### src/rtl/page_xlate.sv
module page_xlate #(
  parameter int VA_W    = 20,
  parameter int PA_W    = 20,
  parameter int OFF_W   = 12,
  parameter int ENTRIES = 4
) (
  input  logic                      clk,
  input  logic                      rst_n,
  input  logic                      flush,
  input  logic                      req_valid,
  input  logic [VA_W-1:0]           req_vaddr,
  input  logic [1:0]                req_acc,
  output logic                      busy,
  output logic                      done,
  output logic                      fault,
  output logic                      pa_ok,
  output logic [PA_W-1:0]           paddr,
  output logic                      pt_req,
  output logic [VA_W-OFF_W-1:0]     pt_page,
  input  logic                      pt_rsp_valid,
  input  logic [PA_W-OFF_W+3:0]     pt_rsp_pte
);
  localparam int VPN_W = VA_W - OFF_W;
  localparam int PFN_W = PA_W - OFF_W;
  localparam int IDX_W = (ENTRIES > 1) ? $clog2(ENTRIES) : 1;

  logic [ENTRIES-1:0] e_vld;
  logic [VPN_W-1:0]   e_tag  [ENTRIES];
  logic [PFN_W-1:0]   e_pfn  [ENTRIES];
  logic [3:0]         e_perm [ENTRIES];
  logic [IDX_W-1:0]   rr;
  logic               waiting;
  logic [OFF_W-1:0]   w_off;
  logic [1:0]         w_acc;

  wire [VPN_W-1:0] vpn = req_vaddr[VA_W-1:OFF_W];
  wire [OFF_W-1:0] off = req_vaddr[OFF_W-1:0];

  function automatic logic denied(input logic [3:0] p, input logic [1:0] acc);
    // p = {v, x, w, r}
    return !p[3] || (acc == 2'b01 && !p[1]) || (acc == 2'b10 && !p[2]) ||
           ((acc == 2'b00 || acc == 2'b11) && !p[0]);
  endfunction

  logic [ENTRIES-1:0] match;
  for (genvar g = 0; g < ENTRIES; g++) begin : g_cmp
    assign match[g] = e_vld[g] && (e_tag[g] == vpn) && !flush;
  end

  logic             hit, any_free;
  logic [IDX_W-1:0] hit_idx, free_idx;
  always_comb begin
    hit = 1'b0;
    hit_idx = '0;
    any_free = 1'b0;
    free_idx = '0;
    for (int i = 0; i < ENTRIES; i++) begin
      if (!hit && match[i]) begin
        hit = 1'b1;
        hit_idx = i[IDX_W-1:0];
      end
      if (!any_free && !e_vld[i]) begin
        any_free = 1'b1;
        free_idx = i[IDX_W-1:0];
      end
    end
  end

  wire [IDX_W-1:0] vict   = any_free ? free_idx : rr;
  wire [PFN_W-1:0] r_pfn  = pt_rsp_pte[PFN_W+3:4];
  wire [3:0]       r_perm = pt_rsp_pte[3:0];
  wire             h_bad  = denied(e_perm[hit_idx], req_acc);
  wire             r_bad  = denied(r_perm, w_acc);

  assign busy  = waiting;
  assign pa_ok = done && !fault;

  always_ff @(posedge clk) begin
    if (!rst_n) begin
      e_vld   <= '0;
      rr      <= '0;
      waiting <= 1'b0;
      done    <= 1'b0;
      fault   <= 1'b0;
      paddr   <= '0;
      pt_req  <= 1'b0;
      pt_page <= '0;
      w_off   <= '0;
      w_acc   <= '0;
      for (int i = 0; i < ENTRIES; i++) begin
        e_tag[i]  <= '0;
        e_pfn[i]  <= '0;
        e_perm[i] <= '0;
      end
    end else begin
      done <= 1'b0;
      if (!waiting) begin
        if (req_valid) begin
          if (hit) begin
            done  <= 1'b1;
            fault <= h_bad;
            paddr <= h_bad ? '0 : {e_pfn[hit_idx], off};
          end else begin
            waiting <= 1'b1;
            pt_req  <= 1'b1;
            pt_page <= vpn;
            w_off   <= off;
            w_acc   <= req_acc;
          end
        end
      end else if (pt_rsp_valid) begin
        e_vld[vict]  <= 1'b1;
        e_tag[vict]  <= pt_page;
        e_pfn[vict]  <= r_pfn;
        e_perm[vict] <= r_perm;
        if (!any_free)
          rr <= (rr == IDX_W'(ENTRIES - 1)) ? '0 : rr + 1'b1;
        waiting <= 1'b0;
        pt_req  <= 1'b0;
        done    <= 1'b1;
        fault   <= r_bad;
        paddr   <= r_bad ? '0 : {r_pfn, w_off};
      end
      if (flush) e_vld <= '0;
    end
  end
endmodule

### config.mk
export PLATFORM = sky130hd
export DESIGN_NAME = page_xlate
export DESIGN_NICKNAME = d
export VERILOG_FILES = /design/src/rtl/page_xlate.sv
export SDC_FILE = /design/constraint.sdc
export NUM_CORES = 1
export LEC_CHECK = 0
export ABC_CLOCK_PERIOD_IN_PS = 8750
export BUFFER_PORTS_ARGS = -buffer_cell sky130_fd_sc_hd__buf_2
export CAP_MARGIN = 20
export CELL_PAD_IN_SITES_DETAIL_PLACEMENT = 1
export CELL_PAD_IN_SITES_GLOBAL_PLACEMENT = 2
export CORE_MARGIN = 2
export CORE_UTILIZATION = 40
export CTS_BUF_LIST = sky130_fd_sc_hd__clkbuf_4 sky130_fd_sc_hd__clkbuf_8 sky130_fd_sc_hd__clkbuf_16
export CTS_CLUSTER_SIZE = 12
export DETAILED_ROUTE_END_ITERATION = 12
export HOLD_SLACK_MARGIN = 0.02
export PLACE_DENSITY_LB_ADDON = 0.15
export SLEW_MARGIN = 20
export SYNTH_ARGS = -nofsm -noshare
export SYNTH_HDL_FRONTEND = slang
export SYNTH_SLANG_ARGS = --single-unit
export TNS_END_PERCENT = 1
### constraint.sdc
create_clock -name clk -period 8.75 [get_ports clk]
set_input_delay 1.75 -clock clk [delete_from_list [all_inputs] [get_ports clk]]
set_output_delay 1.75 -clock clk [all_outputs]
set_load 0.05 [all_outputs]
==> metrics.md, run 1 <==
| Metric | Value |
|---|---|
| Via count | 3935 |
| Worst Hold Class | reg2reg |
| DR iter-0 viols | 218 |
| Sequential area share after synthesis | 56.3% |
| Final HPWL DP | 9.29 mm |
| Grt total ovfl | 0 |
| Yosys warns | 0 |
| CP required | 8.79 ns |
| Antenna Nets Post-Route | 0 |
| Io pins | 72 |
| RSZ-0062 raised after global routing | false |
| Max clock buf depth | 2 |
| Post-synth ARST share | 0% |
| Post-Syn Area | 6120 µm² |
| Crit-path max FO | 54 |
| Fmax | 0.232 GHz |
| Placed insts | 729 |
| TritonCTS clock tree | yes |
| CP endpoint kind | flop |
| H-tree depth | 4 |
| CP Cell Sequence | buf_2 -> and3_1 -> nand2_1 -> o21ai_4 |
| MaxCap Viol Count | 0 |
| Hold_buf cts | 0 |
| Initial antenna violation count | 0 |
| Area taken by multi-input logic gates | 2520 µm² |
| Final setup fails | 0 |
| Critical path class | in2reg |
| Cells after Synth | 494 |
| Leakage | 2.78 nW |
| Clk slew on worst S/H paths | 0.06 ns |
| Routability cong. | 0.764 |
| CP max-delay cell | and3_1 |
| Share of post-route cells with drive strength above 1 | 29.7% |
| Routed length per placed instance | 18.8 µm |
| Starting Density | 40.6% |
| WHS | 0.507 ns |
| Non-Filler Instances | 761 |
| Max_slew headroom | 30.1% |
| Post-synth EDFFs | 80 |
| Row count | 45 |
| Hold Fails Final Rpt | 0 |
| Worst-skew pair later-pin latency | 0.42 ns |
| Layout Skew | 0.00919 ns |
| Fill count | 1610 |
| Largest net degree at the start of global routing | 55 |
| First-pass DRT Iterations | 4 |
| Register Area | 3440 µm² |
| ANT cells | 0 |
| Worst path arrival time | 4.35 ns |
| Vias in the first global route | 4201 |
| Pwr/cell area | 213 nW/µm² |
| Syn_nets | 538 |
| Residual DRC | 0 |
| Clock Sinks | 132 |
| Slew @ Worst Pin | 1.05 ns |
| P&R area growth vs syn | 17.9% |
| Flops & latches, synth | 132 |
| Final Slew Violations | 0 |
| Clock Tree Root | clkbuf_16 |
| DRT Wirelength | 14.3 mm |
| Setup TNS | 0 ns |
| Netlist cell types | 44 |
| Core area | 15100 µm² |
| Buffers added on ports | 71 |
| Status | complete, no violations |
| Total GRT Usage | 18.8% |
| Area of the die | 16300 µm² |
| Global-route wire length before repair | 23.1 mm |
| Post-Syn Area per Cell | 12.4 µm² |
| Routed vias/inst | 5.17 |
| Final period utilization | 49.2% |
| Final worst path period need | 4.31 ns |
| Nets | 604 |
| Vert. Die Dim | 128 µm |
| CP max stage delay | 0.73 ns |
| Setup crit start kind | primary input |
| Worst vdd ir | 127 µV |
| Die width | 128 µm |
| Setup Fix Bufs, Post-CTS | 0 |
| Final Util | 47.8% |
| PnR Total Power | 1.53 mW |
| Top_reg_cell synth | edfxtp_1 |
| Post-cts resize count | 0 |
| CTS Buf Count | 17 |
==> final cells by class <==
cell class	count	area share, %
multi-input cells	319	35.0
well taps	188	3.26
clock inverters	4	0.295
clock buffers	28	7.55
inverters	14	0.729
repair buffers	76	5.45
flip-flops and latches	132	47.7
==> Yosys cell counts, drive strengths merged, types with 2 or more instances <==
| cell type | n | area, µm² |
|---|---|---|
| inv | 14 | 52.6 |
| nor2 | 12 | 45.0 |
| and3 | 2 | 12.5 |
| ha | 5 | 62.6 |
| nand2b | 10 | 62.6 |
| a22oi | 20 | 250 |
| edfxtp | 80 | 2400 |
| o21ai | 27 | 135 |
| a21oi | 26 | 205 |
| mux2i | 23 | 230 |
| o211ai | 2 | 28.8 |
| xor2 | 25 | 219 |
| o2111ai | 4 | 35.0 |
| nor3 | 13 | 81.3 |
| nor3b | 2 | 15.0 |
| clkbuf | 13 | 48.8 |
| dfxtp | 52 | 1040 |
| mux4 | 8 | 180 |
| xnor2 | 7 | 61.3 |
| nor4 | 3 | 25.0 |
| nor2b | 24 | 150 |
| nand2 | 16 | 62.6 |
| buf | 16 | 114 |
| and2 | 76 | 475 |
| nand3 | 5 | 25.0 |
==> sequential cells by signal (all words and copies together), names as in the netlist, 2 cells and up <==
| signal | cells |
|---|---|
| e_perm | 16 |
| e_pfn | 32 |
| e_tag | 32 |
| e_vld | 4 |
| paddr | 20 |
| pt_page | 8 |
| rr | 2 |
| w_acc | 2 |
| w_off | 12 |
==> power by group <==
| part | switching, mW | total [mW] | internal (mW) |
|---|---|---|---|
| registers | 0.0157 | 0.704 | 0.688 |
| logic | 0.103 | 0.152 | 0.0490 |
| clock network | 0.255 | 0.677 | 0.422 |
==> per-stage QoR <==
stage | cell area (µm²) | setup slack (ns)
2_1_floorplan | 6120 | 4.80
3_3_place_gp | 6630 | 3.81
3_5_place_dp | 6630 | 3.69
4_1_cts | 7190 | 4.13
5_1_grt | 7210 | 4.06
6_report | 7210 | 4.44
==> logic make-up (layout without fill, tap and decap cells) <==
family | after synthesis | after routing | share of synthesized area (%)
fa+ha+maj | 5 | 5 | 1.02
simple gates | 166 | 166 | 16.0
compound gates | 84 | 84 | 11.6
buf+inv | 43 | 122 | 3.52
xor+xnor | 32 | 32 | 4.58
mux | 32 | 32 | 6.95
flops | 132 | 132 | 56.3
==> worst paths after layout <==
check / depth (start not counted) / endpoint / slack, ns / start
hold / removal: 2 / e_vld[3]$_SDFFE_PP0P_ / 0.51 / e_vld[3]$_SDFFE_PP0P_
hold reg to reg: 2 / e_vld[3]$_SDFFE_PP0P_ / 0.51 / e_vld[3]$_SDFFE_PP0P_
setup / recovery: 4 / e_perm[0][0]$_SDFFCE_PN0P_ / 4.44 / rst_n
setup reg to reg: 8 / fault$_SDFFE_PN0P_ / 5.59 / e_tag[0][5]$_SDFFCE_PN0P_
==> layout by cell type, fill, tap and decap left out, types with 11 or more instances in the layout <==
master     netlist  layout
edfxtp_1        80      80
and2_1          76      76
buf_2           10      71
dfxtp_1         52      52
xor2_1          25      25
nor2b_1         24      24
mux2i_1         23      23
o21ai_0         23      21
a22oi_2         20      20
a21oi_2         20      20
clkbuf_16        0      18
inv_1           14      14
nand2_1         15      14
nor2_1          12      11
nor3_1          11      11
==> critical path, delay by kind of cell <==
family	cells	cell delay, ns
AOI/OAI and AO/OA	1	0.71
and+or+nand+nor	2	1.16
buffers and inverters	1	0.71
==> metal layers <==
layer / GRT usage, % / wire length [µm] / share of wire (%) / up-vias
li1: - / - / - / 1879
met1: 24.5 / 6630 / 46 / 1974
met2: 31.8 / 7010 / 49 / 65
met3: 3.80 / 441 / 3.1 / 17
met4: 5.88 / 196 / 1.4 / 0
met5: 0 / 0 / 0 / -
(Power assumes the default switching activity.)
==> run 2: changes to the inputs <==
Settings changed: ABC_CLOCK_PERIOD_IN_PS 8750 to 3900, CORE_UTILIZATION 40 to 36.
Clock period 8.75 ns to 3.9 ns, I/O delays scaled along.
==> run 2 against run 1 <==
Against the previous run: die area grew 11%; via count is 0.97% higher; first-iteration DRC count is 9.2% lower; register-to-register slack got worse by 4.7 ns; sequential share of layout area is 0.79 points lower; largest cell class unchanged; clock power rose by 130%.
==> metrics.md, run 2 (synthesis gave the netlist of run 1 again) <==
| Metric | Value |
|---|---|
| First-pass DRT Iterations | 4 (unchanged) |
| Area of the die | 18100 µm² (+11%) |
| Final setup fails | 0 (unchanged) |
| Nets | 615 (+1.8%) |
| Critical path class | in2reg |
| Status | complete, no violations |
| Total GRT Usage | 17.6% (-1.2 points) |
| Final worst path period need | 3.15 ns |
| Hold_buf cts | 0 (unchanged) |
| NetSw | 0.863 mW (+130%) |
| Routed vias/inst | 4.94 (-4.4%) |
| Leakage | 2.84 nW (+2.2%) |
| P&R area growth vs syn | 19.9% |
| Final Slew Violations | 0 (unchanged) |
| PnR Total Power | 3.48 mW (+130%) |
| Setup WS pre-CTS | 0.327 ns (-3.37 ns) |
| Vert. Die Dim | 134 µm (+5.2%) |
| Final HPWL DP | 10.1 mm (+8.4%) |
| Clk slew on worst S/H paths | 0.06 ns (about the same) |
| Slew @ Worst Pin | 0.624 ns (-0.423 ns) |
| Global-route wire length before repair | 23.8 mm (+2.7%) |
| Largest registers | e_pfn x32, e_tag x32, paddr x20 |
| Buffers added on ports | 71 (unchanged) |
| Clock Tree Root | clkbuf_16 |
| Setup Fix Bufs, Post-CTS | 0 (unchanged) |
| Area taken by multi-input logic gates | 2500 µm² (-0.79%) |
| Vias in the first global route | 4178 (-0.55%) |
| DRT Wirelength | 15.0 mm (+5.3%) |
| Core area | 16600 µm² (+9.9%) |
| Max clock buf depth | 2 (unchanged) |
| Final period utilization | 80.6% |
| DR iter-0 viols | 198 (-9.2%) |
| Clock Sinks | 132 (unchanged) |
| ANT cells | 0 (unchanged) |
| Worst Hold Class | reg2reg |
| MaxCap Viol Count | 0 (unchanged) |
| CP required | 4.25 ns (-4.54 ns) |
| Hold Fails Final Rpt | 0 (unchanged) |
| Reg power frac | 45.4% (-0.5 points) |
| Fmax | 0.318 GHz |
| Antenna Nets Post-Route | 0 (unchanged) |
| Routed length per placed instance | 18.7 µm (-0.29%) |
| Post-cts resize count | 0 (unchanged) |
| H-tree depth | 4 (unchanged) |
| Pwr/cell area | 474 nW/µm² (+120%) |
| Worst path arrival time | 3.50 ns (-0.85 ns) |
| Clock power frac | 44.5% (+0.3 points) |
| Via count | 3973 (+0.97%) |
| CTS Buf Count | 17 (unchanged) |
| CP endpoint kind | flop |
| Register Area | 3440 µm² (unchanged) |
| Worst setup margin | 0.755 ns (-3.69 ns) |
| Grt total ovfl | 0 (unchanged) |
| Initial antenna violation count | 0 (unchanged) |
| Die width | 134 µm (+5.2%) |
| Setup TNS | 0 ns (unchanged) |
| Commonest non-fill, non-tap cells in the layout | edfxtp_1 (80), and2_1 (76), buf_2 (71) |
| Residual DRC | 0 (unchanged) |
| Logic gate share of total power | 10.1% (+0.2 points) |
| Worst vdd ir | 324 µV (+150%) |
| Io pins | 72 (unchanged) |
| Crit-path max FO | 10 (-81%) |
| Internal | 2.62 mW (+130%) |
| Routability cong. | 0.746 (-2.4%) |
| RSZ-0062 raised after global routing | false |
| Layout Skew | 0.00544 ns (-0.00375 ns) |
| Max_slew headroom | 58.4% (+28 points) |
| Share of post-route cells with drive strength above 1 | 30.7% (+0.98 points) |
| Setup crit start kind | primary input |
| Fill count | 1756 (+9.1%) |
| Commonest non-fill, non-tap cell in the layout | edfxtp_1 |
| Sw frac | 24.8% (+0.42 points) |
| TritonCTS clock tree | yes |
| Worst-skew pair later-pin latency | 0.42 ns (about the same) |
| Largest net degree at the start of global routing | 54 (-1.8%) |
| Starting Density | 36.9% (-3.7 points) |
| Row count | 47 (+4.4%) |
run 2: cell count changes in the layout (fill, tap and decap cells not counted), moves of 2 or more:
cell	before	now
buf_4	5	15
o21ai_4	3	1
clkbuf_4	7	3
o21ai_2	0	2
run 2: path summary, 6_finish.rpt:
path                             startpoint                     end  slack [ns]  cells after the start
setup / recovery              req_vaddr[12]  paddr[13]$_SDFFE_PN0P_        0.75                     10
hold / removal          pt_req$_SDFFE_PN0P_     pt_req$_SDFFE_PN0P_        0.51                      2
setup reg to reg  e_tag[0][5]$_SDFFCE_PN0P_  paddr[13]$_SDFFE_PN0P_        0.91                      9
hold reg to reg         pt_req$_SDFFE_PN0P_     pt_req$_SDFFE_PN0P_        0.51                      2
run 2: per-stage QoR:
step / hold slack [ns] / cells / utilization, % / cell area [µm²]
global placement: 0.490 / 771 / 40.7 / 6740
CTS: 0.508 / 803 / 44.2 / 7320
detailed placement: 0.498 / 771 / 40.7 / 6740
finish: 0.505 / 804 / 44.2 / 7330
floorplan: 0.457 / 494 / - / 6120
global route: 0.542 / 804 / 44.2 / 7330
run 2: power by group through the flow:
stage / sequential (mW) / clock [mW] / combinational, mW
after floorplan: 1.67 / 0 / 0.176
after global placement: 1.61 / 0 / 0.350
after detailed placement: 1.61 / 0 / 0.356
after CTS: 1.58 / 1.59 / 0.358
after global routing: 1.59 / 1.65 / 0.382
final: 1.58 / 1.55 / 0.351
run 2: critical path, stage by stage:
cell,delay [ns]
buf_2,0.16
xor2_1,0.17
nor4_1,0.51
nand3_1,0.34
o211ai_4,0.31
mux2_4,0.36
o2bb2ai_4,0.38
buf_4,0.28
a22oi_2,0.08
a21oi_2,0.13
run 2: metal layers:
layer,part of all wire [%],track usage [%],routed length [µm],vias to the layer above
met5,0,0,0,-
met3,3.2,4.27,482,14
met1,47,23.7,7120,1998
met2,49,28.6,7290,66
li1,-,-,-,1895
met4,0.95,4.62,143,0
run 2: cell type report:
class                   instances  share of cell area [%]
clock buffers                  25                    7.35
clock inverters                 7                   0.563
inverters                      14                   0.716
multi-input cells             319                    34.1
flip-flops and latches        132                    46.9
well taps                     220                    3.75
repair buffers                 87                    6.53
==> run 3: changes to the inputs <==
Settings changed: ABC_AREA set to 1, ABC_CLOCK_PERIOD_IN_PS 3900 to 2900, CORE_UTILIZATION 36 to 35.
Clock period 3.9 ns to 2.9 ns, I/O delays scaled along.
==> run 3 against run 2 <==
Against the previous run: utilization down 2.1 points; global-route usage grew 1.7 points; power up 36%; register-to-register slack worse by 0.42 ns; clock power grew 37%; design area is 2.5% higher; critical path depth up 2; critical endpoint is now paddr[17]$_SDFFE_PN0P_; largest power group is now the clock network.
==> metrics.md, run 3 <==
| Metric | Value |
|---|---|
| TritonCTS clock tree | yes |
| Grt total ovfl | 0 (unchanged) |
| Vias in the first global route | 5531 (+32%) |
| Share of post-route cells with drive strength above 1 | 18.5% (-12 points) |
| Flops & latches, synth | 132 (unchanged) |
| Final HPWL DP | 12.1 mm (+21%) |
| Initial antenna violation count | 0 (unchanged) |
| Post-synth EDFFs | 80 (unchanged) |
| Status | complete, no violations |
| Pwr/cell area | 629 nW/µm² (+33%) |
| Routed vias/inst | 4.88 (-1.3%) |
| Critical path class | reg2reg |
| Largest net degree at the start of global routing | 41 (-24%) |
| Worst Path Buf+Inv | 3 (+1) |
| CP top delay family | simple AND/OR/NAND/NOR gates |
| P&R area growth vs syn | 18.9% |
| CP max-delay cell | edfxtp_1 |
| H-tree depth | 4 (unchanged) |
| CTS Buf Count | 17 (unchanged) |
| Syn_nets | 788 (+46%) |
| Max clock buf depth | 2 (unchanged) |
| Crit-path max FO | 25 (+15) |
| Hold Fails Final Rpt | 0 (unchanged) |
| Cells after Synth | 744 (+51%) |
| Yosys warns | 0 (unchanged) |
| Routability cong. | 0.853 (+14%) |
| RSZ-0062 raised after global routing | false |
| Row count | 49 (+4.3%) |
| Final instance area | 7520 µm² (+2.5%) |
| DP Area | 6930 µm² (+2.8%) |
| Final Slew Violations | 0 (unchanged) |
| Synth top area cells | edfxtp_1 (38%), dfxtp_1 (16%), nor2_1 (9.0%) |
| Synth area leader | edfxtp_1 |
| Antenna Nets Post-Route | 0 (unchanged) |
| Total GRT Usage | 19.4% (+1.7 points) |
| Post-cts resize count | 0 (unchanged) |
| Final Util | 42.1% (-2.1 points) |
| Netlist cell types | 36 (-18%) |
| Layout Skew | 0.0139 ns (+0.00845 ns) |
| Die width | 138 µm (+3.0%) |
| Setup Fix Bufs, Post-CTS | 0 (unchanged) |
| Nets | 864 (+40%) |
| Fmax | 0.415 GHz |
| Residual DRC | 0 (unchanged) |
| Clk slew on worst S/H paths | 0.06 ns (about the same) |
| Largest registers | e_pfn x32, e_tag x32, paddr x20 |
| Final period utilization | 83.1% |
| DRT Wirelength | 17.7 mm (+18%) |
| Setup TNS | 0 ns (unchanged) |
| Final setup fails | 0 (unchanged) |
| Synth top area share | 38.0% (-1.3 points) |
| ANT cells | 0 (unchanged) |
| Most frequent cell after synthesis | nor2_1 |
| Worst-skew pair later-pin latency | 0.43 ns (about the same) |
| Area of the die | 19200 µm² (+6.1%) |
| Post-Syn Area | 6320 µm² (+3.3%) |
| Max_slew headroom | 46.7% (-12 points) |
| Worst vdd ir | 421 µV (+30%) |
| Commonest non-fill, non-tap cell in the layout | nor2_1 |
| Buffers added on ports | 71 (unchanged) |
| Hold_buf cts | 0 (unchanged) |
| Slew @ Worst Pin | 0.798 ns (+0.175 ns) |
| Worst path arrival time | 2.72 ns (-0.78 ns) |
| MaxCap Viol Count | 0 (unchanged) |
| CP required | 3.22 ns (-1.03 ns) |
| Synth cell count leaders | nor2_1 (151), inv_1 (114), nand2_1 (91), edfxtp_1 (80), dfxtp_1 (52) |
| CP endpoint kind | flop |
| Sequential area share after synthesis | 54.5% (-1.8 points) |
| Post-Syn Area per Cell | 8.50 µm² (-31%) |
| Post-synth ARST share | 0% (unchanged) |
| Io pins | 72 (unchanged) |
| Global-route wire length before repair | 29.0 mm (+22%) |
| Routed length per placed instance | 16.7 µm (-11%) |
| CP max stage delay | 0.40 ns (-0.11 ns) |
| Final worst path period need | 2.41 ns |
| Worst Hold Class | in2reg |
| First-pass DRT Iterations | 4 (unchanged) |
| Leakage | 3.29 nW (+16%) |
| CP Cell Sequence | or2_0 -> nand3_1 -> nor2_1 -> nand3_4 -> nand2_4 -> inv_4 -> nand2_2 -> a21oi_4 -> inv_2 -> buf_4 -> o21ai_2 -> nor2_2 |
| Core area | 17800 µm² (+7.6%) |
| Vert. Die Dim | 138 µm (+3.0%) |
| Clock Tree Root | clkbuf_16 |
| Commonest non-fill, non-tap cells in the layout | nor2_1 (151), inv_1 (114), nand2_1 (91) |
| Clock Sinks | 132 (unchanged) |
| Starting Density | 35.4% (-1.5 points) |
| DR iter-0 viols | 268 (+35%) |
| Top_reg_cell synth | edfxtp_1 |
| Via count | 5178 (+30%) |
| Setup crit start kind | flop |
==> run 3: worst paths after layout <==
kind	start	endpoint	slack, ns	depth (start not counted)
hold / removal	req_vaddr[2]	w_off[2]$_SDFFE_PN0P_	0.43	3
setup reg to reg	e_tag[1][1]$_SDFFCE_PN0P_	paddr[17]$_SDFFE_PN0P_	0.49	12
setup / recovery	e_tag[1][1]$_SDFFCE_PN0P_	paddr[17]$_SDFFE_PN0P_	0.49	12
hold reg to reg	w_off[4]$_SDFFE_PN0P_	w_off[4]$_SDFFE_PN0P_	0.47	2
==> run 3: through the flow <==
step | std cells | power [mW] | worst slack, ns | hold slack (ns)
floorplan | 744 | 2.47 | 0.553 | 0.440
global placement | 1030 | 2.63 | 0.195 | 0.451
detailed placement | 1030 | 2.65 | 0.124 | 0.460
CTS | 1062 | 4.77 | 0.458 | 0.416
global route | 1062 | 4.92 | 0.245 | 0.434
finish | 1062 | 4.73 | 0.491 | 0.429
==> run 3: cell families after synthesis <==
family                     Yosys count  share of synthesized area, %
and+or+nand+nor                    345                          24.4
buffers and inverters              157                          10.2
DFF                                132                          54.5
AOI/OAI and AO/OA                   94                          8.47
xor gates and xnor gates            11                          1.52
adders and majority gates            5                         0.989
==> run 3: cell type report <==
type / count / area (µm²)
multi-input cells: 455 / 2240
well taps: 229 / 287
clock inverters: 7 / 40.0
inverters: 125 / 472
flip-flops and latches: 132 / 3440
clock buffers: 25 / 551
fillers: 2127 / 10300
repair buffers: 89 / 490
==> run 3: power breakdown <==
| part | leakage [nW] | internal [mW] | switching [mW] |
|---|---|---|---|
| registers | 1.26 | 2.08 | 0.0370 |
| clock network | 0.303 | 1.31 | 0.814 |
| logic | 1.73 | 0.129 | 0.359 |
| total | 3.29 | 3.52 | 1.21 |
==> run 3: metal layers <==
layer	vias to the layer above	part of all wire, %	GRT usage (%)
met1	2516	46	25.4
li1	2557	-	-
met3	18	3.8	3.84
met2	87	48	32.8
met5	-	0	0
met4	0	1.3	5.05
==> run 3: tightest hold or removal path: cells and delay by family <==
| kind | cells | cell delay [ns] |
|---|---|---|
| buffers and inverters | 1 | 0.11 |
| and+or+nand+nor | 1 | 0.06 |
| AOI/OAI and AO/OA | 1 | 0.06 |
